## src/rtl/txp_pkg.sv

```systemverilog
package txp_pkg;
  localparam int WORD_W = 32;
  localparam int HALF_W = WORD_W / 2;
  localparam logic [WORD_W-1:0] BYTE_TEST_VALUE = 32'h8765_4321;

  typedef enum logic [1:0] {
    RD_ZERO = 2'd0,
    RD_POP  = 2'd1,
    RD_PEEK = 2'd2,
    RD_TEST = 2'd3
  } rdSel_e;

  typedef struct packed {
    logic              dataPush;
    logic [WORD_W-1:0] dataWord;
    logic              stsPop;
    logic              rdEn;
    rdSel_e            rdSel;
  } ctrlStrobes_t;
endpackage

```

## src/rtl/txpFifo.sv

```systemverilog
module txpFifo #(
  parameter int WIDTH = 32,
  parameter int DEPTH = 16,
  localparam int PTR_W = (DEPTH > 1) ? $clog2(DEPTH) : 1,
  localparam int CNT_W = $clog2(DEPTH + 1)
) (
  input  logic             clk,
  input  logic             rstN,
  input  logic             pushReq,
  input  logic [WIDTH-1:0] pushData,
  input  logic             popReq,
  output logic [WIDTH-1:0] headData,
  output logic             empty,
  output logic             full,
  output logic [CNT_W-1:0] level
);
  logic [WIDTH-1:0] mem [DEPTH];
  logic [PTR_W-1:0] wrPtr, rdPtr;
  logic [CNT_W-1:0] count;
  logic pushAcc, popAcc;

  function automatic logic [PTR_W-1:0] nextPtr(input logic [PTR_W-1:0] p);
    return (p == PTR_W'(DEPTH - 1)) ? '0 : p + PTR_W'(1);
  endfunction

  assign empty    = (count == '0);
  assign full     = (count == CNT_W'(DEPTH));
  assign pushAcc  = pushReq && !full;
  assign popAcc   = popReq && !empty;
  assign headData = mem[rdPtr];
  assign level    = count;

  always_ff @(posedge clk) begin
    if (pushAcc) mem[wrPtr] <= pushData;
  end

  always_ff @(posedge clk) begin
    if (!rstN) begin
      wrPtr <= '0;
      rdPtr <= '0;
      count <= '0;
    end else begin
      if (pushAcc) wrPtr <= nextPtr(wrPtr);
      if (popAcc)  rdPtr <= nextPtr(rdPtr);
      case ({pushAcc, popAcc})
        2'b10:   count <= count + CNT_W'(1);
        2'b01:   count <= count - CNT_W'(1);
        default: count <= count;
      endcase
    end
  end


  level_bound_chk: assert property (@(posedge clk) disable iff (!rstN)
    count <= CNT_W'(DEPTH));


  empty_pop_chk: assert property (@(posedge clk) disable iff (!rstN)
    (popReq && empty && !pushReq) |=> (count == '0));


  full_push_chk: assert property (@(posedge clk) disable iff (!rstN)
    (pushReq && full && !popReq) |=> (count == CNT_W'(DEPTH)));


  pop_dec_chk: assert property (@(posedge clk) disable iff (!rstN)
    (popReq && !empty && !pushReq) |=> (count == $past(count) - CNT_W'(1)));
endmodule

```

## src/rtl/txpCtrl.sv

```systemverilog
module txpCtrl
  import txp_pkg::*;
#(
  parameter int ADDR_W = 8
) (
  input  logic              clk,
  input  logic              rstN,
  input  logic              busMode16,
  input  logic [ADDR_W-1:0] hostAddr,
  input  logic              hostWr,
  input  logic              hostRd,
  input  logic [WORD_W-1:0] hostWrData,
  output ctrlStrobes_t      strobes
);
  localparam logic [ADDR_W-1:0] WIN_FIRST = ADDR_W'(8'h20);
  localparam logic [ADDR_W-1:0] WIN_LAST  = ADDR_W'(8'h3F);
  localparam logic [ADDR_W-1:0] POP_OFF   = ADDR_W'(8'h40);
  localparam logic [ADDR_W-1:0] PEEK_OFF  = ADDR_W'(8'h44);
  localparam logic [ADDR_W-1:0] TEST_OFF  = ADDR_W'(8'h64);

  logic inWin, popHit, peekHit, testHit;
  logic halfPending;
  logic [HALF_W-1:0] lowHalf;

  assign inWin   = (hostAddr >= WIN_FIRST) && (hostAddr <= WIN_LAST);
  assign popHit  = hostAddr[ADDR_W-1:2] == POP_OFF[ADDR_W-1:2];
  assign peekHit = hostAddr[ADDR_W-1:2] == PEEK_OFF[ADDR_W-1:2];
  assign testHit = hostAddr[ADDR_W-1:2] == TEST_OFF[ADDR_W-1:2];

  always_comb begin
    strobes = '0;
    if (hostWr && inWin) begin
      if (!busMode16) begin
        strobes.dataPush = 1'b1;
        strobes.dataWord = hostWrData;
      end else if (halfPending) begin
        strobes.dataPush = 1'b1;
        strobes.dataWord = {hostWrData[HALF_W-1:0], lowHalf};
      end
    end
    if (hostRd) begin
      strobes.rdEn = 1'b1;
      if (popHit) begin
        strobes.rdSel  = RD_POP;
        strobes.stsPop = 1'b1;
      end else if (peekHit) begin
        strobes.rdSel = RD_PEEK;
      end else if (testHit) begin
        strobes.rdSel = RD_TEST;
      end else begin
        strobes.rdSel = RD_ZERO;
      end
    end
  end

  always_ff @(posedge clk) begin
    if (!rstN) begin
      halfPending <= 1'b0;
      lowHalf     <= '0;
    end else if (hostWr && inWin) begin
      if (busMode16) begin
        halfPending <= !halfPending;
        if (!halfPending) lowHalf <= hostWrData[HALF_W-1:0];
      end else begin
        halfPending <= 1'b0;
      end
    end
  end


  half_pair_chk: assert property (@(posedge clk) disable iff (!rstN)
    (hostWr && inWin && busMode16 && !halfPending) |=> halfPending);
endmodule

```

## src/rtl/txpDatapath.sv

```systemverilog
module txpDatapath
  import txp_pkg::*;
#(
  parameter int DEPTH = 16,
  localparam int LVL_W = $clog2(DEPTH + 1)
) (
  input  logic              clk,
  input  logic              rstN,
  input  ctrlStrobes_t      strobes,
  input  logic              stsInValid,
  input  logic [WORD_W-1:0] stsInData,
  output logic              stsInReady,
  output logic              dataOutValid,
  output logic [WORD_W-1:0] dataOutData,
  input  logic              dataOutReady,
  output logic [LVL_W-1:0]  stsLevel,
  output logic [LVL_W-1:0]  dataLevel,
  output logic              overrunFlag,
  output logic [WORD_W-1:0] hostRdData
);
  logic stsEmpty, stsFull, dataEmpty, dataFull;
  logic [WORD_W-1:0] stsHead;

  txpFifo #(.WIDTH(WORD_W), .DEPTH(DEPTH)) dataFifo (
    .clk, .rstN,
    .pushReq (strobes.dataPush),
    .pushData(strobes.dataWord),
    .popReq  (dataOutReady),
    .headData(dataOutData),
    .empty   (dataEmpty),
    .full    (dataFull),
    .level   (dataLevel)
  );

  txpFifo #(.WIDTH(WORD_W), .DEPTH(DEPTH)) stsFifo (
    .clk, .rstN,
    .pushReq (stsInValid),
    .pushData(stsInData),
    .popReq  (strobes.stsPop),
    .headData(stsHead),
    .empty   (stsEmpty),
    .full    (stsFull),
    .level   (stsLevel)
  );

  assign dataOutValid = !dataEmpty;
  assign stsInReady   = !stsFull;

  always_ff @(posedge clk) begin
    if (!rstN) begin
      overrunFlag <= 1'b0;
      hostRdData  <= '0;
    end else begin
      if (strobes.dataPush && dataFull) overrunFlag <= 1'b1;
      if (strobes.rdEn) begin
        case (strobes.rdSel)
          RD_POP, RD_PEEK: hostRdData <= stsEmpty ? '0 : stsHead;
          RD_TEST:         hostRdData <= BYTE_TEST_VALUE;
          default:         hostRdData <= '0;
        endcase
      end
    end
  end


  overrun_sticky_chk: assert property (@(posedge clk) disable iff (!rstN)
    overrunFlag |=> overrunFlag);


  peek_hold_chk: assert property (@(posedge clk) disable iff (!rstN)
    (strobes.rdEn && strobes.rdSel == RD_PEEK && !stsInValid) |=> $stable(stsLevel));


  drain_chk: assert property (@(posedge clk) disable iff (!rstN)
    (dataOutValid && dataOutReady && !strobes.dataPush) |=> (dataLevel == $past(dataLevel) - LVL_W'(1)));
endmodule

```

## src/rtl/txFifoHostPort.sv

```systemverilog
module txFifoHostPort
  import txp_pkg::*;
#(
  parameter int ADDR_W     = 8,
  parameter int FIFO_DEPTH = 16,
  localparam int LVL_W = $clog2(FIFO_DEPTH + 1)
) (
  input  logic              clk,
  input  logic              rstN,
  input  logic              busMode16,
  input  logic [ADDR_W-1:0] hostAddr,
  input  logic              hostWr,
  input  logic              hostRd,
  input  logic [WORD_W-1:0] hostWrData,
  output logic [WORD_W-1:0] hostRdData,
  input  logic              stsInValid,
  input  logic [WORD_W-1:0] stsInData,
  output logic              stsInReady,
  output logic              dataOutValid,
  output logic [WORD_W-1:0] dataOutData,
  input  logic              dataOutReady,
  output logic [LVL_W-1:0]  stsLevel,
  output logic [LVL_W-1:0]  dataLevel,
  output logic              overrunFlag
);
  ctrlStrobes_t strobes;

  txpCtrl #(.ADDR_W(ADDR_W)) ctrl (
    .clk, .rstN, .busMode16, .hostAddr, .hostWr, .hostRd, .hostWrData,
    .strobes(strobes)
  );

  txpDatapath #(.DEPTH(FIFO_DEPTH)) datapath (
    .clk, .rstN,
    .strobes     (strobes),
    .stsInValid, .stsInData, .stsInReady,
    .dataOutValid, .dataOutData, .dataOutReady,
    .stsLevel, .dataLevel, .overrunFlag, .hostRdData
  );
endmodule

```

## config.mk

```make
export PLATFORM = sky130hd
export DESIGN_NAME = txFifoHostPort
export DESIGN_NICKNAME = d
export VERILOG_FILES = /design/src/rtl/txp_pkg.sv /design/src/rtl/txpFifo.sv /design/src/rtl/txpCtrl.sv /design/src/rtl/txpDatapath.sv /design/src/rtl/txFifoHostPort.sv
export SDC_FILE = /design/constraint.sdc
export NUM_CORES = 1
export LEC_CHECK = 0
export ABC_CLOCK_PERIOD_IN_PS = 4090
export BUFFER_PORTS_ARGS = -buffer_cell sky130_fd_sc_hd__buf_2
export CORE_MARGIN = 2
export CORE_UTILIZATION = 48
export DETAILED_ROUTE_END_ITERATION = 8
export MAX_ROUTING_LAYER = met4
export PLACE_DENSITY = 0.78
export SLEW_MARGIN = 20
export SYNTH_ARGS = -nofsm -noshare
export SYNTH_HDL_FRONTEND = slang
export SYNTH_SLANG_ARGS = --single-unit
```

## constraint.sdc

```tcl
create_clock -name clk -period 4.09 [get_ports clk]
set_input_delay 0.6135 -clock clk [delete_from_list [all_inputs] [get_ports clk]]
set_output_delay 0.6135 -clock clk [all_outputs]
set_load 0.02 [all_outputs]
```

After elaboration in Yosys (flattened, before gate mapping)

Memories as Yosys holds them, arrays and structs flattened. A register that Yosys moved wholly into a read port is not among the register bits.
Index checks and enable logic that the tools add are counted.

Bits in registers: 76
Memory bits (writable): 1,024
Input port bits: 79
Word-level logic and storage cells: 82
Memories: 2

Memory list:

| name                  | words | bits a word | rd ports | clocked after Yosys merged registers in | write ports | RTL line      | RTL |
|---|---|---|---|---|---|---|---|
| datapath.dataFifo.mem | 16    | 32          | 1        | 1                                       | 1           | txpFifo.sv:17 | `logic [WIDTH-1:0] mem [DEPTH];` |
| datapath.stsFifo.mem  | 16    | 32          | 1        | 1                                       | 1           | txpFifo.sv:17 |  |

Add/subtract/negate cells: 8
Magnitude comparators: 2
Eq/ne operators: 16
Multiplexer cells: 25
Bitwise operators: 1
Reduce and logical (&&, ||, !) cells: 18

Operator list:

| operator            | count |
|---|---|
| $mux 33             | 3 |
| $pmux 32 s2         | 1 |
| $mux 4              | 9 |
| $mux 32             | 1 |
| $pmux 5 s2          | 2 |
| $eq 6x5->1 const B  | 3 |
| $add 4x1->4 const B | 4 |
| $eq 4x4->1 const B  | 4 |
| $add 5x1->5 const B | 2 |
| $eq 5x5->1 const B  | 2 |
| $logic_not 5->1     | 2 |
| $sub 5x1->5 const B | 2 |
| $eq 2x2->1 const B  | 4 |
| $ge 8x6->1 const B  | 1 |
| $le 8x6->1 const B  | 1 |
| $logic_and 1x1->1   | 7 |
| $eq 2x1->1 const B  | 3 |
| $mux 1              | 6 |
| $mux 2              | 3 |
| $logic_not 1->1     | 5 |
| $reduce_bool 2->1   | 2 |
| $reduce_and 3->1    | 1 |
| $reduce_or 2->1     | 1 |
| $not 1->1           | 1 |

Longest topological paths before layout

Gate-level depths: netlist of the first run.

Depth after elaboration: 8
Depth in mapped cells: 12
Gate-level depth less buffers: 11

Cells and area by module

Synthesis of the first run repeated with hierarchy kept, for this count alone.

Cell total of the unflattened synthesis: 1,948
Area total of the unflattened synthesis: 43,554.3 um^2

By module, submodules not included:

| module                       | instances | cells each | area an instance (um^2) |
|---|---|---|---|
| txpFifo at datapath.dataFifo | 1         | 824        | 20,472.1 |
| txpFifo at datapath.stsFifo  | 1         | 824        | 20,469.6 |
| txpCtrl                      | 1         | 196        | 1,335.0 |
| txpDatapath                  | 1         | 104        | 1,277.5 |

Worst setup path after synthesis of the first run

Ideal clock, no wire load.

Kind: input to register
Start: input hostAddr[7]
End: memory datapath.dataFifo.mem[7][0] (enable)
Arrival time: 3.632 ns
Path slack: -0.003 ns
Stages on the path: 5
Buffers on the path: 1
Cell sequence: nand4bb_1 buf_2 a211oi_4 inv_2 nor3_1

Longest elaborated chain between the ends: 7
Elaborated cells on any way between the ends: 8
Classes of those cells: order compare (2); mux (3); reduce/logical (3)

RTL lines:

| what                                            | RTL line             | RTL |
|---|---|---|
| from (decl)                                     | txFifoHostPort.sv:11 | `input logic [ADDR_W-1:0] hostAddr,` |
| $ge 8x6->1 / $le 8x6->1 (equally long branches) | txpCtrl.sv:25        | `assign inWin = (hostAddr >= WIN_FIRST) && (hostAddr <= WIN_LAST);` |
| $logic_and 1x1->1 (*)                           | txpCtrl.sv:25        |  |
| $logic_and 1x1->1 (*)                           | txpCtrl.sv:32        | `if (hostWr && inWin) begin` |
| $mux 33 (*)                                     | txpCtrl.sv:32        |  |
| $logic_and 1x1->1 (*)                           | txpFifo.sv:28        | `assign pushAcc = pushReq && !full;` |
| $mux 1 (*)                                      | txpFifo.sv:34        | `if (pushAcc) mem[wrPtr] <= pushData;` |
| $mux 1 (not written as such) (*)                | txpFifo.sv:34        |  |
| to (decl)                                       | txpFifo.sv:17        |  |

Mark *: on every way between the ends. The rest lies on a longest branch, timed or not.

==> flow_summary_export.csv, run 1 <==
group,metric,value,unit
synth,ys_warn_count,0,
synth,yosys.area_share.xor_xnor,0.202,%
synth,synth-adder-area-share,0.623,%
timing,setup_viol,0,
synth,synthDistinctLibCells,58,
die,std_cell_rows,110,
place,placed_cells,3309,
drt,drc,0,
clock_network,cts.htree.levels,3,
drt,routed_via_density,6.05,
clock_network,clock-root-buffer,"clkbuf_16",
clock_network,insertion_delay,680,ps
synth,async_flop_share,0,%
timing,relSlewSlack,21.9,%
finish,filler_cell_count,6437,
drt,vias,21200,
setup_path,worstReg2RegEnd,"datapath.dataFifo.level[2]$_SDFFE_PN0P_",
clock_network,ctsResizeCount,0,
drt,drt_pre_antenna_iters,6,
clock_network,cts_sinks,1108,
min_path,hp-start,"hostWrData[9]",
setup_path,reg2reg_from,"datapath.dataFifo.level[1]$_SDFFE_PN0P_",
clock_network,cts_buffer_depth,3,
die,fp.dieH,305,µm
setup_path,required,3480,ps
finish,synthToLayoutAreaGrowth,13.9,%
timing,drv_slew,0,
power_and_ir_drop,total_power,24.1,mW
setup_path,cp_slowest_cell,"mux4_1",
place,finalWeightedCongestion,0.832,
global_routing,antenna_found_initial,7,
synth,synth_compound_area_share,2.25,%
min_path,whs_path_depth,3,
min_path,hp-class,"input port to flop",
clock_network,cts_tree,"built",
setup_path,startpoint_type,"flop",
die,die_width,305,µm
setup_path,max_stage_delay,620,ps
clock_network,ctsHoldBuffers,0,
setup_path,crit_path_cell_trace,"buf_12, mux4_1, mux4_2, buf_2",
synth,syn_area,0.0434,mm²
setup_path,path_class,"flop to primary output",
timing,period_share,87.3,%
synth,seq_area_frac_synth,74.8,%
timing,clock_skew,18.5,ps
run,cap_viol_max_count,0,
global_routing,grt.total_usage,21.4,%
die,pin_count,156,
setup_path,rrSetupSlack,820,ps
timing,clock.fmax,280,MHz
finish,final_cells,3507,
timing,rsz0062_at_grt,"no",
global_routing,grt_max_degree,66,
global_routing,grt_pass1_vias,22200,
setup_path,r2r_cells,10,
min_path,hold_end,"ctrl.lowHalf[9]$_SDFFE_PN0P_",
drt,ant_nets,0,
setup_path,end_kind,"primary output",
clock_network,post_cts_buffers,0,
power_and_ir_drop,power_density,488,mW/mm²
timing,setup_tns,0,ps
global_routing,gr-total-overflow,0,
place,hpwl,53300,µm
synth,synthesis.nets,2112,
synth,synth_top_family_by_area,"multiplexers",
power_and_ir_drop,p_leak,15.6,nW
synth,synthMuxAreaShare,17.2,%
setup_path,worstPathArrival,2960,ps
synth,postSynthCellCount,2012,
drt,wl,96500,µm
finish,drive_above_1_share,29.6,%
clock_network,cts.clk_slew.worst_paths,60,ps
die,initial_core_util,48.3,%
place,io_buffers,153,
synth,avgSynthCellArea,21.6,µm²
timing,worstMarginPinSlew,1170,ps
die,coreArea,0.0897,mm²
status,status,"finished, final reports clean",
timing,post-route-min-period,3570,ps
timing,holdWs,227,ps
synth,yosys.area_share.simple,3.03,%
finish,nNetsFinal,2340,
clock_network,cts_inserted_buffers,105,
synth,ys_ff_latch,1108,
drt,initialDrtViolationCount,2953,
global_routing,grt_first_pass_wirelength,143000,µm
synth,synth_ff_type,"edfxtp_1",
setup_path,path_max_fanout,61,
die,dieArea,0.0928,mm²
power_and_ir_drop,ir_drop,0.000436,V
synth,synth_edf_count,1024,
timing,finalHoldViolations,0,
drt,wire_per_inst,27.5,µm
## cells by family after synthesis
kind of cell / after synthesis
AND/OR/NAND/NOR: 250
AO/OA/AOI/OAI: 134
XOR/XNOR: 10
adder cells (fa/ha/maj): 21
buffers and inverters: 129
flip-flops: 1108
multiplexers: 360
## layout by cell type, fill, tap and decap left out, drive strengths merged, types with 13 or more instances in the layout
master  instances
a21boi         21
a21oi          39
and2           18
buf           235
bufinv         13
clkbuf        145
clkinv         32
dfxtp          84
edfxtp       1024
ha             20
inv            16
mux2i          72
mux4          288
nand2          79
nand2b         38
nand3          36
nor2           23
nor2b          27
o21ai          21
o221ai         32
## flip-flops by register name, summed over array words and instances, names as in the netlist, named ones only
name / cells
datapath.stsFifo.rdPtr: 4
datapath.dataFifo.level: 5
datapath.stsFifo.mem: 512
datapath.dataFifo.rdPtr: 4
datapath.overrunFlag: 1
datapath.dataFifo.mem: 512
datapath.hostRdData: 32
datapath.stsFifo.level: 5
ctrl.halfPending: 1
ctrl.lowHalf: 16
datapath.stsFifo.wrPtr: 4
datapath.dataFifo.wrPtr: 4
## report_power, final
part,internal [mW],switching [mW]
clock,5.83,4.07
sequential,12.4,0.0789
combinational,0.852,0.912
total,19.1,5.07
## per-layer routing
layer | part of all wire (%) | vias to the layer above | GRT usage (%)
li1 | - | 8844 | -
met1 | 37 | 11100 | 26.0
met2 | 52 | 1099 | 36.5
met3 | 7.8 | 224 | 3.73
met4 | 2.9 | 0 | 7.13
met5 | 0 | - | -
## per-stage QoR
stage / setup slack (ps) / util, % / cell area [µm²]
after floorplan: 277 / - / 43400
after global placement: 581 / 51.0 / 45800
after CTS: 453 / 54.9 / 49300
after global routing: 410 / 55.1 / 49400
final: 520 / 55.1 / 49400
after detailed placement: 614 / 51.0 / 45800
## cell type report
cell class | count | area, µm² | share of cell area (%)
clock buffer | 145 | 2940 | 5.95
clock inverter | 48 | 572 | 1.16
antenna | 5 | 12.5 | 0.0253
timing repair buffer | 235 | 1540 | 3.13
tap | 1176 | 1470 | 2.98
inverter | 15 | 56.3 | 0.114
multi-input combinational | 775 | 10400 | 21.0
sequential | 1108 | 32500 | 65.7
## synth_stat cells, drive strengths merged (11+ instances only)
cell type,instances,area [µm²]
a21oi,39,195
nor2,23,86.3
o21ai,21,105
dfxtp,84,1680
ha,20,250
edfxtp,1024,30700
mux4,288,6750
mux2i,72,721
nor2b,27,169
clkbuf,67,403
nand3,36,180
inv,15,56.3
o221ai,32,337
buf,47,363
a21boi,21,161
nand2,79,299
nor3,11,55.1
and2,18,113
nand2b,38,238
## worst max-delay path by stage
stage | start | endpoint | slack [ps] | cells after the start
final | flop | dataOutData[8] | 520 | 4
after detailed placement | hostAddr[5] | datapath.dataFifo.level[2]$_SDFFE_PN0P_ | 610 | 11
after CTS | flop | dataOutData[8] | 450 | 4
after floorplan | datapath.stsFifo.level[0]$_SDFFE_PN0P_ | datapath.stsFifo.mem[3][0]$_DFFE_PP_ | 280 | 4
after global routing | flop | dataOutData[12] | 410 | 4
after global placement | hostRd | datapath.stsFifo.level[4]$_SDFFE_PN0P_ | 580 | 13
## critical path, delay by kind of cell, from the launching register on
kind | cells | cell delay [ps]
mux | 2 | 1150
flops | 1 | 470
buf+inv | 2 | 580
Power figures use the tool's default switching activity.
==> inputs of run 2 (changes only) <==
PLACE_DENSITY = 0.67   (was 0.78)
SLEW_MARGIN = not set   (was 20)
==> run 2 against run 1 <==
  * Clock skew decreased by 2.6 ps
  * Worst hold slack worse by 11 ps
  * Count of clock-buffer cells in the layout decreased by 7
  * Design area rose by 0.32%
  * Sequential share of layout area fell by 0.21 points
  * Cell count up 0.34%
  * Via count shrank 2.2%
  * Setup slack worse by 130 ps
  * Combinational power about the same
  * Total power rose by 1.0%
  * Die area unchanged
  * Sequential power about the same
==> flow_summary_export.csv, run 2 (synthesis gave the netlist of run 1 again) <==
group,metric,value,unit
timing,setup_tns,0,ps
setup_path,path_class,"flop to primary output",
timing,rsz0062_at_grt,"no",
finish,final_common_cell,"edfxtp_1",
global_routing,grt_max_degree,83,
power_and_ir_drop,total_power,24.4,mW
timing,post-route-min-period,3700,ps
die,std_cell_rows,110,
die,initial_core_util,48.3,%
power_and_ir_drop,p_leak,15.7,nW
global_routing,antenna_found_initial,7,
clock_network,cts_tree,"built",
setup_path,reg2reg_from,"ctrl.halfPending$_SDFFE_PN0P_",
die,fp.dieH,305,µm
finish,nNetsFinal,2343,
place,io_buffers,153,
drt,initialDrtViolationCount,2075,
drt,drt_pre_antenna_iters,7,
min_path,hp-start,"hostWrData[13]",
clock_network,clock-root-buffer,"clkbuf_16",
setup_path,worstReg2RegEnd,"datapath.dataFifo.level[2]$_SDFFE_PN0P_",
setup_path,end_kind,"primary output",
clock_network,cts_inserted_buffers,107,
global_routing,grt_first_pass_wirelength,141000,µm
place,finalWeightedCongestion,0.853,
clock_network,ctsResizeCount,0,
timing,drv_slew,0,
drt,routed_via_density,5.90,
die,coreArea,0.0897,mm²
die,pin_count,156,
global_routing,grt.total_usage,21.2,%
min_path,whs_path_depth,3,
run,cap_viol_max_count,0,
place,dp_worst_setup_slack,535,ps
die,die_width,305,µm
finish,layout_common_cells,"edfxtp_1, mux4_2, buf_2, clkbuf_16, nand2_1",
power_and_ir_drop,ir_drop,0.000383,V
timing,finalHoldViolations,0,
timing,worstMarginPinSlew,1290,ps
finish,postLayoutCoreUtil,55.2,%
timing,clock_skew,15.9,ps
clock_network,ctsHoldBuffers,0,
min_path,hp-class,"input port to flop",
timing,setup_viol,0,
finish,fin_area,0.0496,mm²
drt,wire_per_inst,26.9,µm
timing,clock.fmax,270,MHz
clock_network,cts_sinks,1108,
setup_path,required,3480,ps
status,status,"finished, final reports clean",
clock_network,insertion_delay,680,ps
clock_network,post_cts_buffers,0,
timing,relSlewSlack,13.7,%
setup_path,path_max_fanout,43,
finish,drive_above_1_share,29.0,%
timing,period_share,90.5,%
place,hpwl,53200,µm
global_routing,gr-total-overflow,0,
timing,fin_ws,390,ps
clock_network,cts_buffer_depth,3,
min_path,hold_end,"ctrl.lowHalf[13]$_SDFFE_PN0P_",
place,post_dp_cell_area,0.0459,mm²
drt,vias,20800,
drt,drc,0,
finish,synthToLayoutAreaGrowth,14.3,%
power_and_ir_drop,power_density,492,mW/mm²
finish,largestRegisters,"datapath.dataFifo.mem x512, datapath.stsFifo.mem x512, datapath.hostRdData x32",
drt,ant_nets,0,
clock_network,cts.htree.levels,3,
setup_path,r2r_cells,11,
setup_path,rrSetupSlack,950,ps
die,dieArea,0.0928,mm²
global_routing,grt_pass1_vias,21500,
clock_network,cts.clk_slew.worst_paths,60,ps
setup_path,startpoint_type,"flop",
drt,wl,94500,µm
setup_path,worstPathArrival,3090,ps
==> run 2: cell types whose count changed in the layout (fill, tap and decap cells not counted), moves of 3 or more <==
cell / change
a21oi_1: +21
a21oi_2: -21
buf_12: +7
buf_4: -6
clkbuf_1: -4
clkinv_1: +3
clkinv_8: +3
clkinvlp_4: +6
==> run 2: through the flow <==
stage | hold slack [ps] | instances
3_5_place_dp | 448 | 3310
4_1_cts | 169 | 3512
6_report | 216 | 3519
2_1_floorplan | 444 | 2012
5_1_grt | 203 | 3518
3_3_place_gp | 453 | 3310
==> run 2: how the worst max path moves through the flow <==
stage	endpoint	cells past startpoint
6_report	dataOutData[5]	4
5_1_grt	dataOutData[5]	4
4_1_cts	dataOutData[5]	4
3_5_place_dp	datapath.stsFifo.level[4]$_SDFFE_PN0P_	13
3_3_place_gp	datapath.stsFifo.level[4]$_SDFFE_PN0P_	13
2_1_floorplan	datapath.stsFifo.mem[3][0]$_DFFE_PP_	4
==> run 2: report_power, final <==
part | switching (mW) | total (mW) | internal (mW) | leakage, nW
Sequential | 0.0811 | 12.5 | 12.4 | 10.0
Clock | 4.21 | 10.1 | 5.94 | 1.76
Combinational | 0.907 | 1.77 | 0.863 | 3.93
Total | 5.20 | 24.4 | 19.2 | 15.7
==> run 2: area by class of cell <==
type                    instances  area, µm²
clock inverters                64        781
repair buffers                236       1640
clock buffers                 138       2870
inverters                      15       56.3
fillers                      6621      40200
diodes                          7       17.5
flip-flops and latches       1108      32500
well taps                    1176       1470
multi-input cells             775      10300
==> run 2: worst max-delay path, cell delays in order, from the launching register on <==
cell and delay [ps]:
dfxtp_4 570, buf_12 350, mux4_1 650, mux4_2 580, buf_2 200
==> run 2: per-layer routing <==
layer	wire length, µm	share of wire, %	up-vias	track usage, %
met4	2070	2.2	0	5.51
li1	-	-	8881	-
met1	38700	41	11000	27.1
met3	5310	5.6	165	3.44
met5	0	0	-	-
met2	48400	51	683	35.6
==> inputs of run 3 (changes only) <==
==> constraint.sdc (replaced) <==
create_clock -name clk -period 4.09 [get_ports clk]
set_input_delay 0 -clock clk [delete_from_list [all_inputs] [get_ports clk]]
set_output_delay 0 -clock clk [all_outputs]
set_load 0.02 [all_outputs]
==> run 3 against run 2 <==
  * Sequential power hardly changed
  * Sequential share of layout area decreased by 0.52 points
  * Cell count increased by 1.4%
==> flow_summary_export.csv, run 3 (synthesis gave the netlist of run 1 again) <==
group,metric,value,unit
status,status,"finished, final reports clean",
die,dieArea,0.0928,mm²
drt,ant_nets,0,
clock_network,cts.clk_slew.worst_paths,60,ps
clock_network,ctsResizeCount,0,
drt,initialDrtViolationCount,1892,
power_and_ir_drop,power.switching,5.10,mW
clock_network,cts_sinks,1108,
place,placed_cells,3305,
drt,drt_pre_antenna_iters,5,
min_path,hp-class,"input port to flop",
timing,drv_slew,0,
timing,relSlewSlack,8.40,%
setup_path,worstPathArrival,3100,ps
die,coreArea,0.0897,mm²
global_routing,antenna_found_initial,5,
drt,wl,92700,µm
global_routing,grt_pass1_vias,21400,
power_and_ir_drop,clkPwrFrac,41.4,%
drt,drc,0,
die,fp.dieH,305,µm
die,initial_core_util,48.3,%
finish,fin_area,0.0500,mm²
setup_path,rrSetupSlack,1030,ps
timing,clock_skew,14.8,ps
timing,setup_viol,0,
place,hpwl,52700,µm
die,die_width,305,µm
finish,final_cells,3568,
place,post_dp_cell_area,0.0457,mm²
finish,layout_common_cells,"edfxtp_1, mux4_2, buf_2, clkbuf_16, nand2_1",
drt,vias,20700,
timing,setup_tns,0,ps
clock_network,cts_inserted_buffers,107,
power_and_ir_drop,netSwitchingFraction,21.0,%
setup_path,required,4090,ps
global_routing,grt_max_degree,66,
timing,worstMarginPinSlew,1370,ps
setup_path,startpoint_type,"flop",
place,finalWeightedCongestion,0.821,
finish,nNetsFinal,2400,
power_and_ir_drop,internal_power,19.2,mW
clock_network,ctsHoldBuffers,61,
finish,drive_above_1_share,28.2,%
finish,synthToLayoutAreaGrowth,15.2,%
power_and_ir_drop,power_density,486,mW/mm²
setup_path,path_max_fanout,53,
clock_network,clock-root-buffer,"clkbuf_16",
clock_network,cts.htree.levels,3,
finish,largestRegisters,"datapath.dataFifo.mem x512, datapath.stsFifo.mem x512, datapath.hostRdData x32",
clock_network,insertion_delay,670,ps
power_and_ir_drop,ir_drop,0.000390,V
drt,wire_per_inst,26.0,µm
setup_path,path_class,"flop to primary output",
clock_network,cts_tree,"built",
global_routing,gr-total-overflow,0,
finish,final_common_cell,"edfxtp_1",
timing,post-route-min-period,3100,ps
timing,finalHoldViolations,0,
power_and_ir_drop,p_comb_share,7.3,%
global_routing,grt.total_usage,20.6,%
clock_network,cts_buffer_depth,3,
power_and_ir_drop,seqPwrFrac,51.3,%
die,pin_count,156,
drt,routed_via_density,5.81,
die,std_cell_rows,110,
clock_network,post_cts_buffers,0,
timing,period_share,75.7,%
power_and_ir_drop,p_leak,15.9,nW
setup_path,end_kind,"primary output",
global_routing,grt_first_pass_wirelength,137000,µm
timing,rsz0062_at_grt,"no",
run,cap_viol_max_count,0,
place,io_buffers,153,
timing,clock.fmax,323,MHz
-- run 3: cell count changes in the layout (fill, tap and decap cells not counted), moves of 2 or more --
cell | before | now
clkbuf_1 | 23 | 18
buf_4 | 63 | 70
clkinv_8 | 4 | 2
dlygate4sd3_1 | 0 | 61
buf_12 | 20 | 9
clkbuf_16 | 107 | 109
diode_2 | 7 | 3
clkinvlp_4 | 8 | 5
clkinv_2 | 15 | 17
clkinv_1 | 17 | 19
-- run 3: worst max-delay path: stages, from the launching register on --
cell     delay, ps
dfxtp_4        570
buf_12         390
mux4_1         640
mux4_2         580
buf_2          200
-- run 3: worst paths after layout --
kind / cells after the start / from / endpoint
setup / recovery: 4 / flop / dataOutData[1]
hold reg to reg: 2 / datapath.hostRdData[7]$_SDFFE_PN0P_ / datapath.hostRdData[7]$_SDFFE_PN0P_
hold / removal: 4 / hostAddr[5] / flop
setup reg to reg: 11 / datapath.stsFifo.level[0]$_SDFFE_PN0P_ / datapath.stsFifo.level[4]$_SDFFE_PN0P_
-- run 3: per-layer routing --
layer / vias to the layer above / routed length (µm) / global-route usage, %
li1: 8989 / - / -
met1: 10900 / 36800 / 26.0
met2: 707 / 47700 / 34.7
met3: 185 / 5580 / 3.29
met4: 0 / 2600 / 6.14
met5: - / 0 / -
-- run 3: power groups by stage --
stage	clock, mW	sequential (mW)	combinational, mW
after floorplan	0	12.7	1.35
after global placement	0	12.7	1.72
after detailed placement	0	12.7	1.75
after CTS	10.2	12.5	1.80
after global routing	10.7	12.5	1.90
final	10.0	12.5	1.77
-- run 3: per-stage QoR --
step	worst slack [ps]	utilization (%)	total power, mW	hold WS (ps)
5_1_grt	852	55.7	25.0	35.9
6_report	993	55.7	24.3	47.0
2_1_floorplan	80.0	-	14.0	98.9
4_1_cts	929	55.7	24.5	6.56
3_3_place_gp	912	50.9	14.4	281
3_5_place_dp	934	50.9	14.5	297
-- run 3: layout make-up --
cell class                      instances  area, µm²
Inverter                               15       56.3
Fill cell                            6589      39800
Clock buffer                          135       2910
Multi-Input combinational cell        775      10300
Clock inverter                         63        711
Timing Repair Buffer                  293       2080
Antenna cell                            3       7.51
Sequential cell                      1108      32500
Tap cell                             1176       1470
